==> src/rtl/bfp_pkg.sv <==
package bfp_pkg;
  typedef enum logic [1:0] {
    ACT_HOLD  = 2'd0,
    ACT_SET   = 2'd1,
    ACT_CLEAR = 2'd2
  } flag_act_e;
endpackage

==> src/rtl/bfp_break_gate.sv <==
module bfp_break_gate (
  input  logic brk_i,
  input  logic brk_clr_en_i,
  output logic clr_allow_o
);
  // clearing is blocked only in break with the enable low
  assign clr_allow_o = ~(brk_i & ~brk_clr_en_i);
endmodule

==> src/rtl/bfp_flag_cell.sv <==
module bfp_flag_cell
  import bfp_pkg::*;
(
  input  logic clk_i,
  input  logic rst_ni,
  input  logic set_i,
  input  logic status_rd_i,
  input  logic data_acc_i,
  input  logic clr_allow_i,
  output logic flag_o,
  output logic armed_o
);
  logic      flag_q, armed_q;
  logic      second_step;
  flag_act_e act;

  assign second_step = armed_q & data_acc_i & clr_allow_i;

  always_comb begin
    if (set_i)            act = ACT_SET;
    else if (second_step) act = ACT_CLEAR;
    else                  act = ACT_HOLD;
  end

  always_ff @(posedge clk_i or negedge rst_ni) begin
    if (!rst_ni) begin
      flag_q  <= 1'b0;
      armed_q <= 1'b0;
    end else begin
      case (act)
        ACT_SET:   flag_q <= 1'b1;
        ACT_CLEAR: flag_q <= 1'b0;
        default:   flag_q <= flag_q;
      endcase
      // a completed second step consumes the arming, even if set wins
      if (second_step)
        armed_q <= 1'b0;
      else if (status_rd_i & flag_q & clr_allow_i)
        armed_q <= 1'b1;
    end
  end

  assign flag_o  = flag_q;
  assign armed_o = armed_q;

  AST_SET_WINS: assert property (@(posedge clk_i) disable iff (!rst_ni)
    set_i |=> flag_q);
  AST_PROTECT_HOLD: assert property (@(posedge clk_i) disable iff (!rst_ni)
    (!clr_allow_i && !set_i) |=> $stable(flag_q));
  AST_PROTECT_NO_ARM: assert property (@(posedge clk_i) disable iff (!rst_ni)
    (!clr_allow_i && !armed_q) |=> !armed_q);
  AST_ARMED_NEEDS_FLAG: assert property (@(posedge clk_i) disable iff (!rst_ni)
    armed_q |-> flag_q);
  AST_CLEAR_DONE: assert property (@(posedge clk_i) disable iff (!rst_ni)
    (armed_q && data_acc_i && clr_allow_i && !set_i) |=> (!flag_q && !armed_q));
  AST_COLLIDE: assert property (@(posedge clk_i) disable iff (!rst_ni)
    (armed_q && data_acc_i && clr_allow_i && set_i) |=> (flag_q && !armed_q));
endmodule

==> src/rtl/bfp_flag_bank.sv <==
module bfp_flag_bank #(
  parameter int N_FLAGS = 4
) (
  input  logic               clk_i,
  input  logic               rst_ni,
  input  logic [N_FLAGS-1:0] set_i,
  input  logic               status_rd_i,
  input  logic [N_FLAGS-1:0] data_acc_i,
  input  logic               brk_i,
  input  logic               brk_clr_en_i,
  output logic [N_FLAGS-1:0] flag_o,
  output logic [N_FLAGS-1:0] armed_o
);
  logic clr_allow;

  bfp_break_gate u_gate (
    .brk_i        (brk_i),
    .brk_clr_en_i (brk_clr_en_i),
    .clr_allow_o  (clr_allow)
  );

  for (genvar k = 0; k < N_FLAGS; k++) begin : g_cell
    bfp_flag_cell u_cell (
      .clk_i       (clk_i),
      .rst_ni      (rst_ni),
      .set_i       (set_i[k]),
      .status_rd_i (status_rd_i),
      .data_acc_i  (data_acc_i[k]),
      .clr_allow_i (clr_allow),
      .flag_o      (flag_o[k]),
      .armed_o     (armed_o[k])
    );
  end

  AST_RESET_EMPTY: assert property (@(posedge clk_i)
    $rose(rst_ni) |-> (flag_o == '0 && armed_o == '0));
endmodule

==> config.mk <==
export PLATFORM = sky130hd
export DESIGN_NAME = bfp_flag_bank
export DESIGN_NICKNAME = d
export VERILOG_FILES = /design/src/rtl/bfp_pkg.sv /design/src/rtl/bfp_break_gate.sv /design/src/rtl/bfp_flag_cell.sv /design/src/rtl/bfp_flag_bank.sv
export SDC_FILE = /design/constraint.sdc
export NUM_CORES = 1
export LEC_CHECK = 0
export BUFFER_PORTS_ARGS = -buffer_cell sky130_fd_sc_hd__buf_2
export CAP_MARGIN = 25
export CORE_AREA = 5 5 42 44
export DETAILED_ROUTE_END_ITERATION = 10
export DIE_AREA = 0 0 47 49
export GPL_ROUTABILITY_DRIVEN = 0
export PLACE_DENSITY = 0.59
export SLEW_MARGIN = 20
export SYNTH_ARGS = -nofsm -noshare
export SYNTH_HDL_FRONTEND = slang
export SYNTH_SLANG_ARGS = --single-unit
==> constraint.sdc <==
create_clock -name clk_i -period 0.9 [get_ports clk_i]
set_clock_uncertainty 0.2 [all_clocks]
set_input_delay 0.18 -clock clk_i [delete_from_list [all_inputs] [get_ports clk_i]]
set_output_delay 0.18 -clock clk_i [all_outputs]
set_load 0.01 [all_outputs]
==> flow_summary.yaml, run 1 <==
power:
  seqPwrFrac_pct: 37.7
  total_power_mw: 1.28
  ir_drop_v: 0.000860
  power_switching_mw: 0.383
  p_int_mw: 0.901
  p_leak_nw: 0.276
  pwr-share-comb_pct: 41.4
  power_density_mw_per_mm2: 2130
  clkPwrFrac_pct: 20.9
  p_sw_share_pct: 29.8
final_layout:
  final_nets: 74
  diodes: 0
  area_delta_synth_final_pct: 54.7
  drive_above_1_share_pct: 62.7
critical_path:
  critPathLaunchType: "flip-flop"
  crit_slowest_cell: "dfrtp_1"
  crit_buf_inv: 1
  cp_data_required_time_ps: 520
  crit_family: "flip-flops"
  reg2reg_depth: 4
  path_max_fanout: 2
  path_class: "flip-flop to primary output"
  crit_chain: "buf_2"
  crit_path_max_incr_delay_ps: 390
  crit_cells: 1
  cp.arrival_ps: 790
  cp-end-kind: "primary output"
placement:
  portBuffers: 20
  dpl_worst_slack_ps: -125
cts:
  cts_sinks: 8
  clk_latency_ps: 250
  cts_inserted_buffers: 3
  h-tree-depth: 1
  clk_pin_slew_ps: 50
  cts_tree: "yes"
  root_buffer: "clkbuf_4"
  clock_path_buffers: 2
  hold_buffers: 1
routing:
  drtIter0Drc: 1
  antenna_left: 0
  routed-via-count: 339
  first_pass_iters: 2
  drc: 0
  wire_per_inst_um: 11.4
  finalWirelength_um: 852
  viasPerCell: 4.52
sta:
  setup_ws_ps: -270
  hold_viol: 8
  worstMarginPinSlew_ps: 185
  post-route-period-util_pct: 130
  holdWs_ps: -97.5
  slew_viol_final: 0
  finalCriticalPeriod_ps: 1170
  max_clock_freq_mhz: 855
  rsz0062_at_grt: "yes"
  setup_violations: 16
  max_slew_margin_pct: 87.7
status:
  violations: "negative hold slack, negative setup slack"
  run_status: "finished, violations left"
global_routing:
  grt-ovfl-total: 0
  grt_pass1_vias: 326
  antenna_found_initial: 0
  grt.total_usage_pct: 8.52
  grt_pass1_wl_um: 1340
  grt_max_degree: 13
synth:
  ys_async_sr_fraction_pct: 100
  synth_area_leaders: "dfrtp_1 (51%), buf_4 (15%), a31oi_1 (13%), a21o_1 (7.7%), nand3_1 (5.1%)"
  synth_cell_types: 7
  synth_top_area_share_pct: 51.4
  synth_flop_cell: "dfrtp_1"
  ys_ff_latch: 8
  syn_area_per_cell_um2: 11.4
  yosys.area.top_type: "dfrtp_1"
  synth_common_cells: "a31oi_1 (8), buf_4 (8), dfrtp_1 (8)"
  ys_warn_count: 0
  synth_area_um2: 389
  netlist_instances: 34
  synth_seq_area_share_pct: 51.4
  synthesis.nets: 47
  synth-edff-count: 0
job:
  cap_viol_max_count: 0
hold_path:
  min_path_cells: 2
  hold_path_class: "primary input to flip-flop"
floorplan:
  initial_core_util_pct: 27.8
  fp.dieW_um: 47
  ios: 21
  die_h_um: 49
  die_area_mm2: 0.00230
  core-area_mm2: 0.00140
  rows: 14
## logic make-up (layout without fill, tap and decap cells)
family / count (synthesis) / in the layout / share of synthesized area (%)
AO/OA/AOI/OAI: 12 / 12 / 20.6
buffers and inverters: 9 / 34 / 19.3
flip-flops: 8 / 8 / 51.4
AND/OR/NAND/NOR: 5 / 5 / 8.68
## cells in the final DEF (no fill, tap or decap)
cell,netlist,layout
nand3_2,0,1
a31oi_1,8,6
a31oi_4,0,2
clkbuf_4,0,3
buf_4,8,5
buf_6,0,6
nand2b_4,1,1
buf_2,0,19
dfrtp_1,8,8
a21o_1,4,4
nand3_1,4,3
dlygate4sd3_1,0,1
## sequential cells by signal (all words and copies together) (netlist names)
name,flops
g_cell.u_cell.flag_o,4
g_cell.u_cell.armed_o,4
## timing repair
item | in CTS | in global routing
buffers inserted | 9 | 2
endpoints found under the hold margin | 16 | 8
endpoints found under the setup margin | 16 | 16
pin swaps | 2 | 3
resized for setup | 3 | 9
## power by group through the flow
stage | sequential [mW] | clock, mW | combinational [mW]
after floorplan | 0.497 | 0 | 0.246
after global placement | 0.508 | 0 | 0.253
after detailed placement | 0.511 | 0 | 0.259
after CTS | 0.475 | 0.273 | 0.442
after global routing | 0.493 | 0.310 | 0.580
final | 0.484 | 0.269 | 0.531
## through the flow
stage / std cells / cell area (um^2) / setup TNS (ps) / hold slack, ps / util [%]
2_1_floorplan: 34 / 389 / -203 / -316 / -
3_5_place_dp: 61 / 434 / -812 / -170 / 31.0
4_1_cts: 74 / 546 / -3020 / -98.7 / 38.9
6_report: 75 / 602 / -3230 / -97.5 / 42.9
3_3_place_gp: 61 / 434 / -681 / -166 / 31.0
5_1_grt: 75 / 602 / -3900 / -109 / 42.9
## per-layer routing
layer	track usage [%]	part of all wire [%]	vias up
met5	0	0	-
li1	-	-	170
met3	5.90	12	2
met1	10.6	41	150
met2	10.9	46	17
met4	4.15	0.94	0
## area by class of cell
cell class / count / area [um^2]
Fill cell: 156 / 800
Timing Repair Buffer: 31 / 210
Sequential cell: 8 / 200
Multi-Input combinational cell: 17 / 149
Clock buffer: 3 / 22.5
Tap cell: 16 / 20.0
## final timing paths
check                                                     startpoint                                   end  slack [ps]
worst min register to register  g_cell[0].u_cell.armed_o$_DFFE_PN0P_  g_cell[0].u_cell.armed_o$_DFFE_PN0P_         360
min in group asynchronous                                     rst_ni   g_cell[3].u_cell.flag_o$_DFFE_PN0P_          90
max in group asynchronous                                     rst_ni  g_cell[0].u_cell.armed_o$_DFFE_PN0P_         240
worst max register to register  g_cell[3].u_cell.armed_o$_DFFE_PN0P_  g_cell[3].u_cell.armed_o$_DFFE_PN0P_        -240
worst max-delay path            g_cell[3].u_cell.armed_o$_DFFE_PN0P_                            armed_o[3]        -270
worst min-delay path                                        set_i[3]   g_cell[3].u_cell.flag_o$_DFFE_PN0P_        -100
(Power assumes the default switching activity.)
==> run 2, diff against run 1 <==
--- a/config.mk
+++ b/config.mk
@@ -5,13 +5,14 @@
 export SDC_FILE = /design/constraint.sdc
 export NUM_CORES = 1
 export LEC_CHECK = 0
+export ABC_AREA = 1
 export BUFFER_PORTS_ARGS = -buffer_cell sky130_fd_sc_hd__buf_2
 export CAP_MARGIN = 25
 export CORE_AREA = 5 5 42 44
 export DETAILED_ROUTE_END_ITERATION = 10
 export DIE_AREA = 0 0 47 49
 export GPL_ROUTABILITY_DRIVEN = 0
-export PLACE_DENSITY = 0.59
+export PLACE_DENSITY = 0.66
 export SLEW_MARGIN = 20
 export SYNTH_ARGS = -nofsm -noshare
 export SYNTH_HDL_FRONTEND = slang
==> flow_summary.yaml, run 2 <==
hold_path:
  worstHoldStart: "set_i[3]"
  hold_path_class: "primary input to flip-flop"
sta:
  holdWs_ps: -100
  max_clock_freq_mhz: 860
  hold_viol: 4
  slew_viol_final: 0
  max_slew_margin_pct: 82.0
  post-route-period-util_pct: 129
  worstMarginPinSlew_ps: 269
  finalCriticalPeriod_ps: 1160
  final.setup.tns_ps: -3080
  setup_violations: 16
  rsz0062_at_grt: "yes"
  setup_ws_ps: -263
synth:
  synth_top_area_share_pct: 43.0
  netlist_instances: 66
  synth_common_cells: "nand2_1 (24), inv_1 (17), a21oi_1 (8), buf_4 (8), dfrtp_1 (8)"
  synth_seq_area_share_pct: 43.0
  ys_async_sr_fraction_pct: 100
  synthesis.nets: 79
  synth_area_um2: 465
  yosys.area.top_type: "dfrtp_1"
  synth_area_leaders: "dfrtp_1 (43%), nand2_1 (19%), inv_1 (14%), buf_4 (13%), a21oi_1 (8.6%)"
  ys_warn_count: 0
  synth_flop_cell: "dfrtp_1"
  synth-edff-count: 0
  synth_most_common_cell: "nand2_1"
  syn_area_per_cell_um2: 7.05
  synth_cell_types: 6
  ys_ff_latch: 8
routing:
  viasPerCell: 4.09
  wl_met3_um: 75
  finalWirelength_um: 1080
  first_pass_iters: 2
  top_layer: "met3"
  routed-via-count: 434
  wire_per_inst_um: 10.2
  drtIter0Drc: 1
  antenna_left: 0
  drc: 0
  wl_met1_um: 431
  dr_wl_met2_um: 574
critical_path:
  crit_family: "flip-flops"
  cp_data_required_time_ps: 520
  crit_slowest_cell: "dfrtp_1"
  crit_path_max_incr_delay_ps: 380
  cp.arrival_ps: 780
  cp-end-kind: "primary output"
  startpoint: "g_cell[2].u_cell.armed_o$_DFFE_PN0P_"
  critPathLaunchType: "flip-flop"
  crit_buf_inv: 1
  path_max_fanout: 2
  path_class: "flip-flop to primary output"
  crit_chain: "buf_2"
  r2r-start: "g_cell[1].u_cell.armed_o$_DFFE_PN0P_"
floorplan:
  rows: 14
  ios: 21
  core-area_mm2: 0.00140
  die_area_mm2: 0.00230
  initial_core_util_pct: 33.2
  fp.dieW_um: 47
  die_h_um: 49
final_layout:
  multi_input_area_um2: 199
  drive_above_1_share_pct: 54.4
  ff_latch_area_um2: 200
  fin_cells: 106
  n_fill_cell: 157
  area_delta_synth_final_pct: 51.9
  final_nets: 105
  layout_common_cells: "buf_2 (18), inv_1 (14), nand2_1 (14)"
  diodes: 0
  layout_commonest_cell: "buf_2"
cts:
  h-tree-depth: 1
  cts_inserted_buffers: 3
  cts_tree: "yes"
  root_buffer: "clkbuf_4"
  clk_latency_ps: 250
  cts_sinks: 8
  clk_pin_slew_ps: 60
  hold_buffers: 1
  clock_path_buffers: 2
global_routing:
  grt-ovfl-total: 0
  grt.total_usage_pct: 9.95
  grt_pass1_vias: 442
  antenna_found_initial: 0
  grt_max_degree: 9
  grt_pass1_wl_um: 1650
placement:
  hpwl_um: 726
  portBuffers: 20
  dpl.cell_count: 94
  dpl_worst_slack_ps: -116
job:
  cap_viol_max_count: 0
power:
  power_density_mw_per_mm2: 1930
  ir_drop_v: 0.000895
  p_leak_nw: 0.428
status:
  run_status: "finished, violations left"
  violations: "negative hold slack, negative setup slack"
-- run 2: cell families (layout without fill, tap and decap cells) --
family | after synthesis | count (layout) | synth area share [%]
and+or+nand+nor | 25 | 25 | 21.8
buffers and inverters | 25 | 49 | 26.6
AOI/OAI and AO/OA | 8 | 8 | 8.60
DFF | 8 | 8 | 43.0
-- run 2: final cells by class --
cell class	count	area share (%)
sequential	8	28.3
multi-input combinational	33	28.1
inverter	17	9.03
timing repair buffer	29	28.5
clock buffer	3	3.19
tap	16	2.83
-- run 2: layer usage --
layer	track usage (%)	vias to the layer above
met2	15.2	12
li1	-	231
met3	3.69	0
met4	6.91	0
met1	10.9	191
met5	0	-
-- run 2: final timing paths --
| path | endpoint | slack [ps] | depth (start not counted) |
|---|---|---|---|
| max | armed_o[2] | -260 | 1 |
| min | g_cell[3].u_cell.flag_o$_DFFE_PN0P_ | -100 | 3 |
| max reg2reg | g_cell[1].u_cell.flag_o$_DFFE_PN0P_ | -200 | 7 |
| min reg2reg | g_cell[0].u_cell.flag_o$_DFFE_PN0P_ | 340 | 2 |
| max in group asynchronous | g_cell[1].u_cell.armed_o$_DFFE_PN0P_ | 240 | 2 |
| min in group asynchronous | g_cell[2].u_cell.flag_o$_DFFE_PN0P_ | 100 | 2 |
-- run 2: repair_timing --
item,4_1_cts,5_1_grt
hold endpoints to repair,12,4
setup buffers,6,2
resized for setup,11,16
pin swaps,2,5
endpoints found under the setup margin,16,16
-- run 2: report_power, final --
part	total [mW]	switching, mW	internal, mW	leakage (nW)
Combinational	0.597	0.286	0.311	0.329
Clock	0.286	0.133	0.153	0.0138
Sequential	0.480	0.0456	0.435	0.0848
Total	1.36	0.464	0.899	0.428
-- run 2: metrics by stage --
| step | instance area (um^2) | hold WS [ps] | util (%) | power [mW] |
|---|---|---|---|---|
| finish | 707 | -100 | 50.4 | 1.36 |
| CTS | 637 | -103 | 45.4 | 1.27 |
| detailed placement | 526 | -169 | 37.5 | 0.819 |
| global placement | 526 | -164 | 37.5 | 0.808 |
| global route | 707 | -95.6 | 50.4 | 1.47 |
| floorplan | 465 | -316 | - | 0.775 |
